--- config.mk ---
export PLATFORM = sky130hd
export DESIGN_NAME = jcu_top
export DESIGN_NICKNAME = d
export VERILOG_FILES = /design/src/rtl/jcu_pkg.sv /design/src/rtl/jcu_decode.sv /design/src/rtl/jcu_cond_eval.sv /design/src/rtl/jcu_target.sv /design/src/rtl/jcu_cmp_flags.sv /design/src/rtl/jcu_top.sv
export SDC_FILE = /design/constraint.sdc
export NUM_CORES = 1
export LEC_CHECK = 0
export ABC_AREA = 1
export BUFFER_PORTS_ARGS = -buffer_cell sky130_fd_sc_hd__buf_2
export CAP_MARGIN = 30
export CORE_ASPECT_RATIO = 0.6
export CORE_MARGIN = 1
export CORE_UTILIZATION = 46
export DETAILED_ROUTE_END_ITERATION = 6
export PLACE_DENSITY = 0.75
export REMOVE_ABC_BUFFERS = 1
export SKIP_LAST_GASP = 1
export SYNTH_ARGS = -nofsm -noshare
export SYNTH_HDL_FRONTEND = slang
export SYNTH_SLANG_ARGS = --single-unit
--- constraint.sdc ---
create_clock -name clk_i -period 0.8 [get_ports clk_i]
set_input_delay 0.08 -clock clk_i [delete_from_list [all_inputs] [get_ports clk_i]]
set_output_delay 0.08 -clock clk_i [all_outputs]
set_load 0.02 [all_outputs]
--- src/rtl/jcu_pkg.sv ---
package jcu_pkg;
  localparam int unsigned DATA_W = 16;
  localparam int unsigned OFF_W  = 10;
  localparam int unsigned COND_W = 3;
  localparam logic [2:0]  JMP_OP = 3'b001;

  typedef enum logic [COND_W-1:0] {
    COND_NZ  = 3'd0,
    COND_Z   = 3'd1,
    COND_NC  = 3'd2,
    COND_C   = 3'd3,
    COND_NEG = 3'd4,
    COND_GE  = 3'd5,
    COND_LT  = 3'd6,
    COND_ALW = 3'd7
  } cond_e;

  typedef struct packed {
    logic n;
    logic z;
    logic c;
    logic v;
  } flags_t;
endpackage

--- src/rtl/jcu_decode.sv ---
module jcu_decode
  import jcu_pkg::*;
#(
  parameter int unsigned DW = DATA_W,
  parameter int unsigned OW = OFF_W
) (
  input  logic [DW-1:0] instr_i,
  output logic          is_jump_o,
  output cond_e         cond_o,
  output logic [OW-1:0] off_o
);
  localparam int unsigned OP_LSB = OW + COND_W;

  assign is_jump_o = (instr_i[DW-1:OP_LSB] == JMP_OP);
  assign cond_o    = cond_e'(instr_i[OP_LSB-1:OW]);
  assign off_o     = instr_i[OW-1:0];
endmodule

--- src/rtl/jcu_cond_eval.sv ---
module jcu_cond_eval
  import jcu_pkg::*;
(
  input  cond_e  cond_i,
  input  flags_t flags_i,
  output logic   pass_o
);
  logic lt;
  assign lt = flags_i.n ^ flags_i.v;

  always_comb begin
    unique case (cond_i)
      COND_NZ:  pass_o = ~flags_i.z;
      COND_Z:   pass_o = flags_i.z;
      COND_NC:  pass_o = ~flags_i.c;
      COND_C:   pass_o = flags_i.c;
      COND_NEG: pass_o = flags_i.n;
      COND_GE:  pass_o = ~lt;
      COND_LT:  pass_o = lt;
      default:  pass_o = 1'b1;
    endcase
  end
endmodule

--- src/rtl/jcu_target.sv ---
module jcu_target #(
  parameter int unsigned DW = 16,
  parameter int unsigned OW = 10
) (
  input  logic [DW-1:0] pc_next_i,
  input  logic [OW-1:0] off_i,
  output logic [DW-1:0] target_o
);
  localparam int unsigned EXT_W = DW - OW - 1;

  logic [DW-1:0] byte_off;
  // word offset -> byte offset, sign extended
  assign byte_off = {{EXT_W{off_i[OW-1]}}, off_i, 1'b0};
  assign target_o = pc_next_i + byte_off;
endmodule

--- src/rtl/jcu_cmp_flags.sv ---
module jcu_cmp_flags
  import jcu_pkg::*;
#(
  parameter int unsigned DW = DATA_W
) (
  input  logic [DW-1:0] dst_i,
  input  logic [DW-1:0] src_i,
  output flags_t        flags_o
);
  logic [DW:0] diff;
  // dst + ~src + 1; carry out set means no borrow
  assign diff = {1'b0, dst_i} + {1'b0, ~src_i} + {{DW{1'b0}}, 1'b1};

  assign flags_o.n = diff[DW-1];
  assign flags_o.z = (diff[DW-1:0] == '0);
  assign flags_o.c = diff[DW];
  assign flags_o.v = (dst_i[DW-1] ^ src_i[DW-1]) & (diff[DW-1] ^ dst_i[DW-1]);
endmodule

--- src/rtl/jcu_top.sv ---
module jcu_top
  import jcu_pkg::*;
(
  input  logic              clk_i,
  input  logic              rst_ni,
  input  logic [DATA_W-1:0] instr_i,
  input  logic [DATA_W-1:0] pc_next_i,
  input  logic [3:0]        flags_i,
  input  logic [DATA_W-1:0] cmp_dst_i,
  input  logic [DATA_W-1:0] cmp_src_i,
  output logic              is_jump_o,
  output logic              taken_o,
  output logic [DATA_W-1:0] pc_o,
  output logic [3:0]        cmp_flags_o
);
  logic              is_jump_c, pass_c, taken_c;
  cond_e             cond_c;
  logic [OFF_W-1:0]  off_c;
  logic [DATA_W-1:0] target_c, pc_c;
  flags_t            cmp_c;

  jcu_decode #(.DW(DATA_W), .OW(OFF_W)) u_dec (
    .instr_i  (instr_i),
    .is_jump_o(is_jump_c),
    .cond_o   (cond_c),
    .off_o    (off_c)
  );

  jcu_cond_eval u_cond (
    .cond_i (cond_c),
    .flags_i(flags_t'(flags_i)),
    .pass_o (pass_c)
  );

  jcu_target #(.DW(DATA_W), .OW(OFF_W)) u_tgt (
    .pc_next_i(pc_next_i),
    .off_i    (off_c),
    .target_o (target_c)
  );

  jcu_cmp_flags #(.DW(DATA_W)) u_cmp (
    .dst_i  (cmp_dst_i),
    .src_i  (cmp_src_i),
    .flags_o(cmp_c)
  );

  assign taken_c = is_jump_c & pass_c;
  assign pc_c    = taken_c ? target_c : pc_next_i;

  always_ff @(posedge clk_i or negedge rst_ni) begin
    if (!rst_ni) begin
      is_jump_o   <= 1'b0;
      taken_o     <= 1'b0;
      pc_o        <= '0;
      cmp_flags_o <= '0;
    end else begin
      is_jump_o   <= is_jump_c;
      taken_o     <= taken_c;
      pc_o        <= pc_c;
      cmp_flags_o <= cmp_c;
    end
  end

  AST_NON_JUMP_PASS: assert property (@(posedge clk_i) disable iff (!rst_ni)
    (instr_i[15:13] != 3'b001) |=> (!taken_o && pc_o == $past(pc_next_i)));
  AST_ALWAYS_TAKEN: assert property (@(posedge clk_i) disable iff (!rst_ni)
    (instr_i[15:10] == 6'b001111) |=> taken_o);
  AST_EQ_NEEDS_Z: assert property (@(posedge clk_i) disable iff (!rst_ni)
    (instr_i[15:10] == 6'b001001 && !flags_i[2]) |=> (!taken_o && pc_o == $past(pc_next_i)));
  AST_SELF_LOOP: assert property (@(posedge clk_i) disable iff (!rst_ni)
    (instr_i == 16'h3FFF) |=> (pc_o == $past(pc_next_i) - 16'd2));
  AST_CMP_EQUAL: assert property (@(posedge clk_i) disable iff (!rst_ni)
    (cmp_dst_i == cmp_src_i) |=> (cmp_flags_o[2] && cmp_flags_o[1] && !cmp_flags_o[0]));
  AST_TAKEN_IS_JUMP: assert property (@(posedge clk_i) disable iff (!rst_ni)
    taken_o |-> is_jump_o);
endmodule

==> results.ini, run 1 <==
[floorplanning]
start_util_pct=49.4
ios=92
fp.dieH_microns=59.9
fp.dieW_microns=98.5
row_count=20

[clock_tree]
clockBufferDepth=2
cts_root_buf=clkbuf_8
clock_sinks=22
numCtsBuffers=3
ctsHtreeMaxLevel=1

[placement]
place.gp.congestion=0.929
dp_hpwl_mm=6.13
place_area_sq_mm=0.00350
port_buffers=91
dpl.cell_count=608

[global_route]
grtUsageTotal_pct=65.4
overflow=6
grt_max_degree=23

[synth]
synthTopCellsByArea=dfrtp_1 21%, nand2_1 18%, ha_1 15%, inv_1 9.8%, nand3_1 7.2%
synthAdderAreaFrac_pct=16.2
yosys.area_share.simple_pct=36.4
synth_top_area_cell=dfrtp_1
ys_ff_latch=22
avgSynthCellArea_sq_um=6.41
synth.area.mux_share_pct=0
synth_top_family_by_area=simple AND/OR/NAND/NOR gates
ys_warn_count=0
ys_types=31
syn_area_sq_mm=0.00257
yosysTopAreaCellShare_pct=21.4
syn_inst=401
yosysSeqAreaShare_pct=21.4
synth_compound_area_share_pct=11.7
synth_xor_area_share_pct=4.09

[sta]
worstEndpointType=sequential cell input
worst_endpoint=cmp_flags_o[2]$_DFF_PN0_/D

[status]
haltStage=global routing (5_1_grt)
status=aborted with a tool error
error_line=[ERROR GRT-0232] Routing congestion too high. Check the congestion heatmap in the GUI.

## synth_stat cells
cell,count
nand2_1,122
inv_1,67
nand3_1,37
ha_1,30
nor2_1,24
a21oi_1,23
dfrtp_1,22
o21ai_0,9
nand2_2,8
o21ai_1,8
xnor2_1,8
o21bai_1,5
nand4_1,4
nor2_2,4
xor2_1,4
a21oi_2,3
nand3_2,3
nand3b_1,3
and2_1,2
buf_2,2
fa_1,2
nor3_1,2
a21o_1,1
a22oi_1,1
a31oi_1,1
and2_2,1
and3_1,1
nor3b_1,1
o21a_1,1
o21ai_2,1
or2_1,1
## cells by family after synthesis
| family | count (synthesis) |
|---|---|
| and+or+nand+nor | 213 |
| DFF | 22 |
| xor gates and xnor gates | 12 |
| adders and majority gates | 32 |
| AOI/OAI and AO/OA | 53 |
| buffers and inverters | 69 |
## per-layer routing
layer	GRT overflow	global-route usage, %
met1	0	67.3
met2	3	90.1
met3	0	40.9
met4	3	67.2
met5	0	3.42
## per-stage QoR
step           setup TNS, ns  setup WS (ns)  hold WS, ns  util (%)
2_1_floorplan          -9.00         -0.728       -0.216         -
3_5_place_dp          -13.75         -0.983       0.0259      67.3
3_3_place_gp          -12.87         -0.918       0.0234      67.3
4_1_cts                -6.94         -0.528       0.0215      86.3
## repair_timing
| item | CTS |
|---|---|
| setup endpoints to repair | 41 |
| setup buffers | 12 |
| hold buffers | 3 |
| hold endpoints to repair | 24 |
| pin swaps | 64 |
| resized for setup | 179 |
==> run 2, diff against run 1 <==
Settings changed: CORE_ASPECT_RATIO 0.6 to unset, CORE_UTILIZATION 46 to 40, PLACE_DENSITY 0.75 to unset, PLACE_DENSITY_LB_ADDON set to 0.15.
Clock period 0.8 ns to 1 ns, I/O delays scaled along.
==> results.ini, run 2 <==
[detailed_routing]
vias_per_cell=5.02
drc=0
first_pass_iters=4
wire_per_inst_microns=12.7
postRouteAntennaNets=0
drt_iter0_drc=123
wl_mm=8.04
vias=3183

[hold_path]
hold_path.class=input port to flip-flop

[sta]
post-route-period-util_pct=142
slew_viol_final=0
hold_violations=0
fin_crit_ns=1.42
worst_slack_ns=-0.424
rsz0062_at_grt=yes
worst_pin_slew_ns=0.519
setup_viol=15
holdWs_ns=0.0261
max_freq_mhz=702
tns_ns=-3.05
relSlewSlack_pct=65.4

[synth]
yosys.area_share.simple_pct=36.4
syn_inst=401
avgSynthCellArea_sq_um=6.41
synth_top_family_by_area=simple AND/OR/NAND/NOR gates
synth_top_area_cell=dfrtp_1
yosysSeqAreaShare_pct=21.4
synth_compound_area_share_pct=11.7
syn_area_sq_mm=0.00257
synth_xor_area_share_pct=4.09
synth_edf_count=0
ys_types=31
synthArstFlopShare_pct=100
synth_most_common_cell=nand2_1
synth.area.mux_share_pct=0
synthAdderAreaFrac_pct=16.2
synthTopCellsByArea=dfrtp_1 21%, nand2_1 18%, ha_1 15%, inv_1 9.8%, nand3_1 7.2%
ys.flop_type=dfrtp_1
ys_warn_count=0
yosysTopAreaCellShare_pct=21.4
synth_commonest_cells=122 x nand2_1, 67 x inv_1, 37 x nand3_1, 30 x ha_1, 24 x nor2_1
ys_ff_latch=22

[setup_path]
crit_path_end_kind=flip-flop
criticalPathCategory=input port to flip-flop
worst_path_largest_cell_delay_ns=0.37
cp_slowest_cell=fa_2
cp.required_ns=1.18
crit_chain=buf_6, ha_4, inv_2, fa_2, o21ai_4, nand2_1, nand2_2, nand2_2, and3_4, o21ai_2, nand2_1
critPathMaxFanout=4
worstPathArrival_ns=1.60
start_kind=input port
critPathBufInv=2
cp_top_family=simple AND/OR/NAND/NOR gates

[floorplanning]
coreArea_sq_mm=0.00606
die-area_sq_mm=0.00675
row_count=28
start_util_pct=42.4
ios=92
fp.dieH_microns=82.2
fp.dieW_microns=82.2

[finish]
n_antenna_cell=0
area_growth_pct=73.5
drive_above_1_share_pct=50.8
fin_util_pct=73.6
top_register=pc_o
final_common_cell=nand2_1
final_area_sq_mm=0.00446
fillCellCount=459
top_regs=pc_o (16), cmp_flags_o (4)
largest_reg_flops=16
regArea_sq_um=551
multi_input_area_sq_mm=0.00242
final_cell_mix=97 x nand2_1, 79 x buf_2, 56 x buf_4, 53 x inv_1, 27 x nand2_2
num-nets-final=662

[status]
status=finished with violations
violations=setup timing

[pwr]
power.leakage_nw=2.29
ir_drop_mv=0.862
total_power_w=0.00425
powerDensity_mw_per_mm2=954

[clock_tree]
numCtsBuffers=3
ctsHtreeMaxLevel=1
path_clk_slew_ns=0.09
clock_sinks=22
cts_root_buf=clkbuf_8
cts_tree=yes
clockBufferDepth=2

[placement]
dp_hpwl_mm=5.47
place_area_sq_mm=0.00351
port_buffers=91
place.gp.congestion=0.895

[global_route]
grt_pass1_wl_mm=12.1
first_global_vias=2939
antenna_found_initial=0
grt_max_degree=23
grtUsageTotal_pct=23.1
overflow=0

[job]
drv_cap=0

## run 2: cell counts after synthesis
Identical to the previous run, type by type.
## run 2: what timing repair did
action                                  4_1_cts  5_1_grt
hold endpoints to repair                     23        0
hold buffers                                  2        0
setup buffers                                 6        4
resized for setup                           115       43
endpoints found under the setup margin       16       17
pin swaps                                    58       46
## run 2: logic make-up after synthesis
logic type      count (synthesis)
xor+xnor                       12
simple gates                  213
fa+ha+maj                      32
compound gates                 53
buf+inv                        69
flops                          22
## run 2: path summary, 6_finish.rpt
path | startpoint | end | cells past startpoint | slack (ns)
max | instr_i[0] | pc_o[9] | 11 | -0.42
min | pc_next_i[1] | pc_o[1] | 3 | 0.03
max in group asynchronous | rst_ni | pc_o[8] | 2 | 0.33
min in group asynchronous | rst_ni | taken_o | 2 | 0.32
## run 2: cell type report
class / count / area share [%]
clock buffer: 3 / 0.926
tap: 75 / 2.10
inverter: 67 / 5.84
clock inverter: 1 / 0.674
multi-input combinational: 310 / 54.4
sequential: 22 / 12.3
timing repair buffer: 156 / 23.7
## run 2: stage by stage
| step | std cells | setup slack [ns] |
|---|---|---|
| 6_report | 634 | -0.424 |
| 5_1_grt | 634 | -0.482 |
| 4_1_cts | 630 | -0.350 |
| 3_5_place_dp | 618 | -0.817 |
| 3_3_place_gp | 618 | -0.763 |
| 2_1_floorplan | 399 | -0.548 |
## run 2: report_power, final
part           internal [W]  leakage [nW]  switching [W]  total [W]
registers          0.000959         0.266      0.0000195   0.000978
logic               0.00117          1.99        0.00123    0.00240
clock network      0.000537        0.0357       0.000337   0.000874
## run 2: metal layers
layer,routed length [microns],global-route usage [%],share of wire (%),vias to the layer above
met5,0,0,0,-
met1,3370,27.9,42,1445
met2,4020,41.7,50,122
met4,167,6.67,2.1,0
li1,-,-,-,1600
met3,493,3.63,6.1,16
Note: power is estimated with default switching activity, not from simulation.
